### src/rtl/wuc_pkg.sv
`timescale 1ns/1ps
package wuc_pkg;
  localparam int ADDR_W = 2;

  typedef enum logic [ADDR_W-1:0] {
    REG_SEL  = 2'd0,
    REG_STAT = 2'd1,
    REG_EN   = 2'd2,
    REG_BOTH = 2'd3
  } reg_sel_e;
endpackage

### src/rtl/wuc_sync.sv
`timescale 1ns/1ps
module wuc_sync #(
  parameter int WIDTH  = 8,
  parameter int STAGES = 2
) (
  input  logic             clk_i,
  input  logic             rst_ni,
  input  logic [WIDTH-1:0] d_i,
  output logic [WIDTH-1:0] q_o
);
  logic [STAGES-1:0][WIDTH-1:0] chain_q;

  always_ff @(posedge clk_i or negedge rst_ni) begin
    if (!rst_ni) chain_q[0] <= '0;
    else         chain_q[0] <= d_i;
  end

  for (genvar s = 1; s < STAGES; s++) begin : g_stage
    always_ff @(posedge clk_i or negedge rst_ni) begin
      if (!rst_ni) chain_q[s] <= '0;
      else         chain_q[s] <= chain_q[s-1];
    end
  end

  assign q_o = chain_q[STAGES-1];
endmodule

### src/rtl/wuc_edge_sel.sv
`timescale 1ns/1ps
module wuc_edge_sel #(
  parameter int NUM_PINS = 8
) (
  input  logic                clk_i,
  input  logic                rst_ni,
  input  logic [NUM_PINS-1:0] lvl_i,
  input  logic [NUM_PINS-1:0] fall_sel_i,
  input  logic [NUM_PINS-1:0] both_i,
  output logic [NUM_PINS-1:0] hit_o
);
  logic [NUM_PINS-1:0] lvl_prev_q;

  // history only; mode bits never feed the comparison itself
  always_ff @(posedge clk_i or negedge rst_ni) begin
    if (!rst_ni) lvl_prev_q <= '0;
    else         lvl_prev_q <= lvl_i;
  end

  for (genvar p = 0; p < NUM_PINS; p++) begin : g_pin
    logic rise, fall;
    assign rise = lvl_i[p] & ~lvl_prev_q[p];
    assign fall = ~lvl_i[p] & lvl_prev_q[p];
    always_comb begin
      if (both_i[p])          hit_o[p] = rise | fall;
      else if (fall_sel_i[p]) hit_o[p] = fall;
      else                    hit_o[p] = rise;
    end
  end
endmodule

### src/rtl/wuc_regfile.sv
`timescale 1ns/1ps
module wuc_regfile
  import wuc_pkg::*;
#(
  parameter int NUM_PINS   = 8,
  parameter bit HAS_ENABLE = 1'b1
) (
  input  logic                clk_i,
  input  logic                rst_ni,
  input  logic                we_i,
  input  logic [ADDR_W-1:0]   addr_i,
  input  logic [NUM_PINS-1:0] wdata_i,
  input  logic [NUM_PINS-1:0] hit_i,
  output logic [NUM_PINS-1:0] rdata_o,
  output logic [NUM_PINS-1:0] fall_sel_o,
  output logic [NUM_PINS-1:0] both_o,
  output logic [NUM_PINS-1:0] en_o,
  output logic [NUM_PINS-1:0] status_o
);
  reg_sel_e            sel;
  logic [NUM_PINS-1:0] fall_sel_q, both_q, status_q, clr;

  assign sel = reg_sel_e'(addr_i);
  assign clr = (we_i && sel == REG_STAT) ? wdata_i : '0;

  always_ff @(posedge clk_i or negedge rst_ni) begin
    if (!rst_ni) begin
      fall_sel_q <= '0;
      both_q     <= '0;
      status_q   <= '0;
    end else begin
      if (we_i && sel == REG_SEL)  fall_sel_q <= wdata_i;
      if (we_i && sel == REG_BOTH) both_q     <= wdata_i;
      // a fresh edge wins over a same-cycle clear
      status_q <= (status_q & ~clr) | hit_i;
    end
  end

  if (HAS_ENABLE) begin : g_en
    logic [NUM_PINS-1:0] en_q;
    always_ff @(posedge clk_i or negedge rst_ni) begin
      if (!rst_ni)                   en_q <= '0;
      else if (we_i && sel == REG_EN) en_q <= wdata_i;
    end
    assign en_o = en_q;
  end else begin : g_no_en
    assign en_o = '1;
  end

  always_comb begin
    unique case (sel)
      REG_SEL:  rdata_o = fall_sel_q;
      REG_STAT: rdata_o = status_q;
      REG_EN:   rdata_o = en_o;
      REG_BOTH: rdata_o = both_q;
      default:  rdata_o = '0;
    endcase
  end

  assign fall_sel_o = fall_sel_q;
  assign both_o     = both_q;
  assign status_o   = status_q;
endmodule

### src/rtl/wuc_group.sv
`timescale 1ns/1ps
module wuc_group
  import wuc_pkg::*;
#(
  parameter int NUM_PINS    = 8,
  parameter int SYNC_STAGES = 2,
  parameter bit HAS_ENABLE  = 1'b1
) (
  input  logic                clk_i,
  input  logic                rst_ni,
  input  logic [NUM_PINS-1:0] pin_i,
  input  logic                reg_we_i,
  input  logic [ADDR_W-1:0]   reg_addr_i,
  input  logic [NUM_PINS-1:0] reg_wdata_i,
  output logic [NUM_PINS-1:0] reg_rdata_o,
  output logic                wake_o
);
  logic [NUM_PINS-1:0] pin_sync, edge_hit, fall_sel, both_sel, en_eff, status_q;

  wuc_sync #(.WIDTH(NUM_PINS), .STAGES(SYNC_STAGES)) u_sync (
    .clk_i (clk_i),
    .rst_ni(rst_ni),
    .d_i   (pin_i),
    .q_o   (pin_sync)
  );

  wuc_edge_sel #(.NUM_PINS(NUM_PINS)) u_edge (
    .clk_i     (clk_i),
    .rst_ni    (rst_ni),
    .lvl_i     (pin_sync),
    .fall_sel_i(fall_sel),
    .both_i    (both_sel),
    .hit_o     (edge_hit)
  );

  wuc_regfile #(.NUM_PINS(NUM_PINS), .HAS_ENABLE(HAS_ENABLE)) u_regs (
    .clk_i     (clk_i),
    .rst_ni    (rst_ni),
    .we_i      (reg_we_i),
    .addr_i    (reg_addr_i),
    .wdata_i   (reg_wdata_i),
    .hit_i     (edge_hit),
    .rdata_o   (reg_rdata_o),
    .fall_sel_o(fall_sel),
    .both_o    (both_sel),
    .en_o      (en_eff),
    .status_o  (status_q)
  );

  assign wake_o = |(status_q & en_eff);
endmodule

### config.mk
export PLATFORM = sky130hd
export DESIGN_NAME = wuc_group
export DESIGN_NICKNAME = d
export VERILOG_FILES = /design/src/rtl/wuc_pkg.sv /design/src/rtl/wuc_sync.sv /design/src/rtl/wuc_edge_sel.sv /design/src/rtl/wuc_regfile.sv /design/src/rtl/wuc_group.sv
export SDC_FILE = /design/constraint.sdc
export NUM_CORES = 1
export LEC_CHECK = 0
export ABC_AREA = 1
export BUFFER_PORTS_ARGS = -buffer_cell sky130_fd_sc_hd__buf_2
export CAP_MARGIN = 20
export CELL_PAD_IN_SITES_DETAIL_PLACEMENT = 0
export CELL_PAD_IN_SITES_GLOBAL_PLACEMENT = 1
export CORE_ASPECT_RATIO = 1.25
export CORE_MARGIN = 2
export CORE_UTILIZATION = 46
export CTS_BUF_LIST = sky130_fd_sc_hd__clkbuf_4
export CTS_CLUSTER_DIAMETER = 40
export DETAILED_ROUTE_END_ITERATION = 10
export GPL_TIMING_DRIVEN = 0
export PLACE_DENSITY_LB_ADDON = 0.1
export SLEW_MARGIN = 20
export SYNTH_ARGS = -nofsm -noshare
export SYNTH_HDL_FRONTEND = slang
export SYNTH_SLANG_ARGS = --single-unit
### constraint.sdc
create_clock -name clk_i -period 1 [get_ports clk_i]
set_input_delay 0.15 -clock clk_i [delete_from_list [all_inputs] [get_ports clk_i]]
set_output_delay 0.15 -clock clk_i [all_outputs]
set_load 0.02 [all_outputs]
Yosys cells after proc, flatten, opt, wreduce, memory -nomap -nowiden
Cells that the tools add are included.

word-level totals
  logic and storage cells = 78
  output and inout port bits = 9
  bits in registers = 56
  input bits = 21

operators by class
  equal/unequal tests = 3
  muxes and demuxes = 18
  reductions and logical operators = 6
  bitwise logic cells = 44

operators with widths
  cell                                                 number
  one-hot mux 8 bit (4 select lines)                   1
  bitwise AND 1 bit                                    16
  bitwise AND 8 bit                                    2
  2-to-1 mux 1 bit                                     16
  NOT 1 bit                                            16
  2-to-1 mux 8 bit                                     1
  NOT 8 bit                                            1
  bitwise OR 1 bit                                     8
  bitwise OR 8 bit                                     1
  OR reduction 8 bit                                   1
  equality test 2 bit, second input constant           2
  logical AND 1 bit                                    4
  equality test 2 x 1 -> 1 bit, second input constant  1
  zero test 2 bit                                      1

Longest topological paths before layout
  depth in word-level cells = 6
  mapped depth = 6
  mapped depth without buffers = 6

By module
From an unflattened synthesis, not the netlist that was laid out.

second synthesis, totals
  cells, all modules = 327
  area total of the unflattened synthesis = 2840.2 µm²

by module, submodules not included
  module        cells an instance  seq. area each (µm²)  times used  area each (µm²)
  wuc_regfile   176                800.8                 1           1562.7
  wuc_edge_sel  112                200.2                 1           760.7
  wuc_sync      24                 400.4                 1           460.4
  wuc_group     15                 0.0                   1           56.3

Worst setup path after synthesis
Ideal clock, no wire load.

  kind = input to output
  start = input port reg_addr_i[1]
  end = output port reg_rdata_o[0]
  buffers on the path = 2
  arrival = 784 ps
  path slack = 66 ps
  data required time = 850 ps
  stages on the path = 5
  path through = buf_6 -> inv_2 -> buf_4 -> nand3_1 -> nand4_1

on the way
  word-level cells in the longest chain between the ends = 2
  elaborated cells on any way between the ends = 5
  classes of those cells = eq/ne (3); mux (1); reduce/logical (1)

RTL lines
  what                                         line               source
  from (decl)                                  wuc_group.sv:13    input logic [ADDR_W-1:0] reg_addr_i,
  equality test 2 bit (tied with other cells)  wuc_regfile.sv:51  unique case (sel)
  one-hot mux 8 bit (4 select lines) (*)       wuc_regfile.sv:51
  to (decl)                                    wuc_group.sv:15    output logic [NUM_PINS-1:0] reg_rdata_o,

Every way passes the cells marked *; elsewhere a longest branch is shown, timed or not.

Final worst setup path
  start = register u_regs.status_q[6] (netlist: u_regs.status_o[6])
  end = output port wake_o

on the way
  word-level cells in the longest chain between the ends = 2

RTL lines
  what                    line               source
  from (decl)             wuc_regfile.sv:21  logic [NUM_PINS-1:0] fall_sel_q, both_q, status_q, clr;
  from (signal assigned)  wuc_regfile.sv:35  status_q <= (status_q & ~clr) | hit_i;
  bitwise AND 8 bit       wuc_group.sv:50    assign wake_o = |(status_q & en_eff);
  OR reduction 8 bit      wuc_group.sv:50
  to (decl)               wuc_group.sv:16    output logic wake_o

Every way passes these cells.

==> flow_summary.json <==
{
  "cts_made_buffers": 5,
  "grt_pass1_vias": 2162,
  "min_period_over_period_pct": 140.3,
  "setup_tns_ns": -2.774,
  "grt_max_degree": 57,
  "wirelength_um": 6346,
  "grt_antenna_before_repair": 0,
  "cts_tree": "done",
  "clock_sinks": 56,
  "cts-htree-levels": 2,
  "yosysUniqueCellTypes": 16,
  "vias": 2167,
  "ys_ff_latch": 56,
  "rsz0062_at_grt": "yes",
  "cts.path.max_buffers": 2,
  "grt_pass1_wl_um": 10260,
  "overflow": 0,
  "track_usage_pct": 20.48,
  "relSlewSlack_pct": 52.64,
  "cp_cell_sequence": "nand2_2 -> nand2_1 -> nor2_1 -> nand2_1 -> buf_6",
  "startpoint_type": "flip-flop",
  "num-nets-final": 399,
  "critPathArrivalTime_ns": 1.25,
  "async_flop_share_pct": 100.0,
  "syn_nets": 332,
  "path_class": "flip-flop to output pin",
  "fp.dieH_um": 90.21,
  "io_pins": 30,
  "final_antenna_net_count": 0,
  "gp_congestion": 0.7651,
  "die_w_um": 72.97,
  "slew_viol_final": 0,
  "p_leak_nw": 1.723,
  "cp_common_cell": "nand2_1",
  "antenna_cells": 0,
  "hold_viol_final": 0,
  "hp-class": "input pin to flip-flop",
  "min_period_ns": 1.403,
  "yosysWarnings": 0,
  "tightest_slew_ns": 0.7104,
  "via_per_inst": 5.051,
  "synth.cell_area_um2": 2735,
  "synthFlopType": "dfrtp_1",
  "finalSetupViolCount": 9,
  "hold-worst-slack_ns": 0.07452,
  "critPathMaxStageDelay_ns": 0.44,
  "drt_iter0_markers": 145,
  "wl_per_cell_um": 14.79,
  "portBuffers": 28,
  "synth_seq_area_share_pct": 51.24,
  "power_density_nw_per_um2": 1452,
  "layout.area.seq_um2": 1401,
  "cp_max_fo": 3,
  "drc": 0,
  "final_layout_size_suffix_gt1_share_pct": 34.71,
  "fin_worst_skew_ns": 0.003530,
  "crit_slowest_cell": "dfrtp_1",
  "area_growth_pct": 25.80,
  "syn_avg_cell_area_um2": 9.272,
  "coreArea_um2": 5779,
  "fmax_mhz": 713.0,
  "cp.required_ns": 0.85,
  "hpwlAfterDp_um": 3972,
  "vdd_drop_max_mv": 0.8678,
  "status": "finished, violations left",
  "die-area_um2": 6583,
  "fp-row-count": 31,
  "fillCellCount": 543,
  "drt_pre_antenna_iters": 4,
  "fin_ws_ns": -0.4025,
  "failed_checks": "negative setup slack",
  "synth-edff-count": 0,
  "place_ws_ns": -0.3316,
  "power.total_w": 0.004995,
  "clockRootBuffer": "clkbuf_4",
  "netlist_instances": 295,
  "clk_latency_ns": 0.37,
  "initial_core_util_pct": 47.33,
  "clk_pin_slew_ns": 0.15,
  "drv_cap": 0,
  "end_kind": "output pin",
  "multiInputGateArea_um2": 1212
}
==> kinds of logic after synthesis <==
logic type	after synthesis	share of synthesized area, %
fa+ha+maj	16	7.319
buf+inv	52	8.920
flops	56	51.23
simple gates	147	24.84
compound gates	24	7.685
==> worst paths after layout <==
kind | start | endpoint | slack (ns) | cells past startpoint
setup / recovery | u_regs.status_o[6] | wake_o | -0.40 | 5
hold / removal | reg_wdata_i[3] | u_regs.status_o[3] | 0.07 | 4
setup reg to reg | u_sync.q_o[1] | u_regs.status_o[1] | 0.03 | 5
hold reg to reg | u_sync.chain_q[0] | u_sync.q_o[0] | 0.37 | 0
max in group asynchronous | rst_ni | u_regs.both_o[5] | 0.18 | 2
min in group asynchronous | rst_ni | u_sync.q_o[7] | 0.36 | 2
==> state kept, by name, summed over array words and instances, names as in the netlist <==
| register | cells |
|---|---|
| u_edge.lvl_prev_q | 8 |
| u_sync.chain_q | 8 |
| u_regs.en_o | 8 |
| u_regs.both_o | 8 |
| u_regs.fall_sel_o | 8 |
| u_sync.q_o | 8 |
| u_regs.status_o | 8 |
==> power by group <==
part	internal [W]	leakage (nW)	total, W	switching [W]
Sequential	0.00250	0.654	0.00266	0.000163
Combinational	0.000625	1.04	0.00134	0.000713
Clock	0.000327	0.0338	0.000997	0.000670
==> cells in the final DEF, fill, tap and decap left out, drive strengths merged <==
cell,netlist,routed
buf,10,61
clkbuf,0,7
clkinv,0,1
dfrtp,56,56
dlygate4sd3,0,9
ha,16,16
inv,42,42
nand2,94,94
nand3,34,34
nand4,16,16
nor2,3,3
o21ai,24,24
==> Yosys cell counts (2+ instances only) <==
cell type / instances / area [um2]
inv_2: 2 / 7.510
dfrtp_1: 56 / 1401
o21ai_2: 24 / 210.2
buf_2: 3 / 15.01
nand4_1: 16 / 100.1
buf_6: 5 / 56.30
nand2_1: 91 / 341.6
buf_4: 2 / 15.01
inv_1: 40 / 150.1
nand3_4: 2 / 35.03
nand3_1: 32 / 160.2
nand2_2: 2 / 12.51
nor2_1: 2 / 7.510
ha_1: 16 / 200.2
==> area by class of cell <==
| type | instances | share of cell area, % |
|---|---|---|
| sequential | 56 | 40.73 |
| multi-input combinational | 187 | 35.24 |
| timing repair buffer | 60 | 12.80 |
| inverter | 42 | 4.582 |
| buffer | 10 | 2.618 |
| tap | 66 | 2.400 |
| clock buffer | 7 | 1.527 |
| clock inverter | 1 | 0.1091 |
==> stage by stage <==
| step | area, um2 | utilization (%) | cells |
|---|---|---|---|
| 4_1_cts | 3288 | 56.90 | 426 |
| 3_5_place_dp | 2960 | 51.22 | 389 |
| 3_3_place_gp | 2958 | 51.18 | 389 |
| 2_1_floorplan | 2735 | - | 295 |
| 6_report | 3441 | 59.54 | 429 |
| 5_1_grt | 3441 | 59.54 | 429 |
==> layer usage <==
metal | global-route usage, % | part of all wire, % | up-vias
li1 | - | - | 1085
met1 | 26.95 | 45 | 1023
met2 | 34.32 | 49 | 49
met3 | 3.475 | 3.3 | 10
met4 | 5.864 | 1.7 | 0
met5 | 0 | 0 | -
==> timing repair <==
action	CTS	global route
hold endpoints to repair	64	0
setup endpoints to repair	9	17
gates resized for setup	11	35
setup buffers	20	3
pin swaps	18	24
cloned	0	0
hold buffers	9	0
==> critical path: cells and delay by family, from the launching register on <==
family | cells | cell delay [ns]
flip-flops | 1 | 0.44
AND/OR/NAND/NOR | 4 | 0.31
buffers and inverters | 1 | 0.14
No activity file was read; power rests on OpenSTA's default activity.
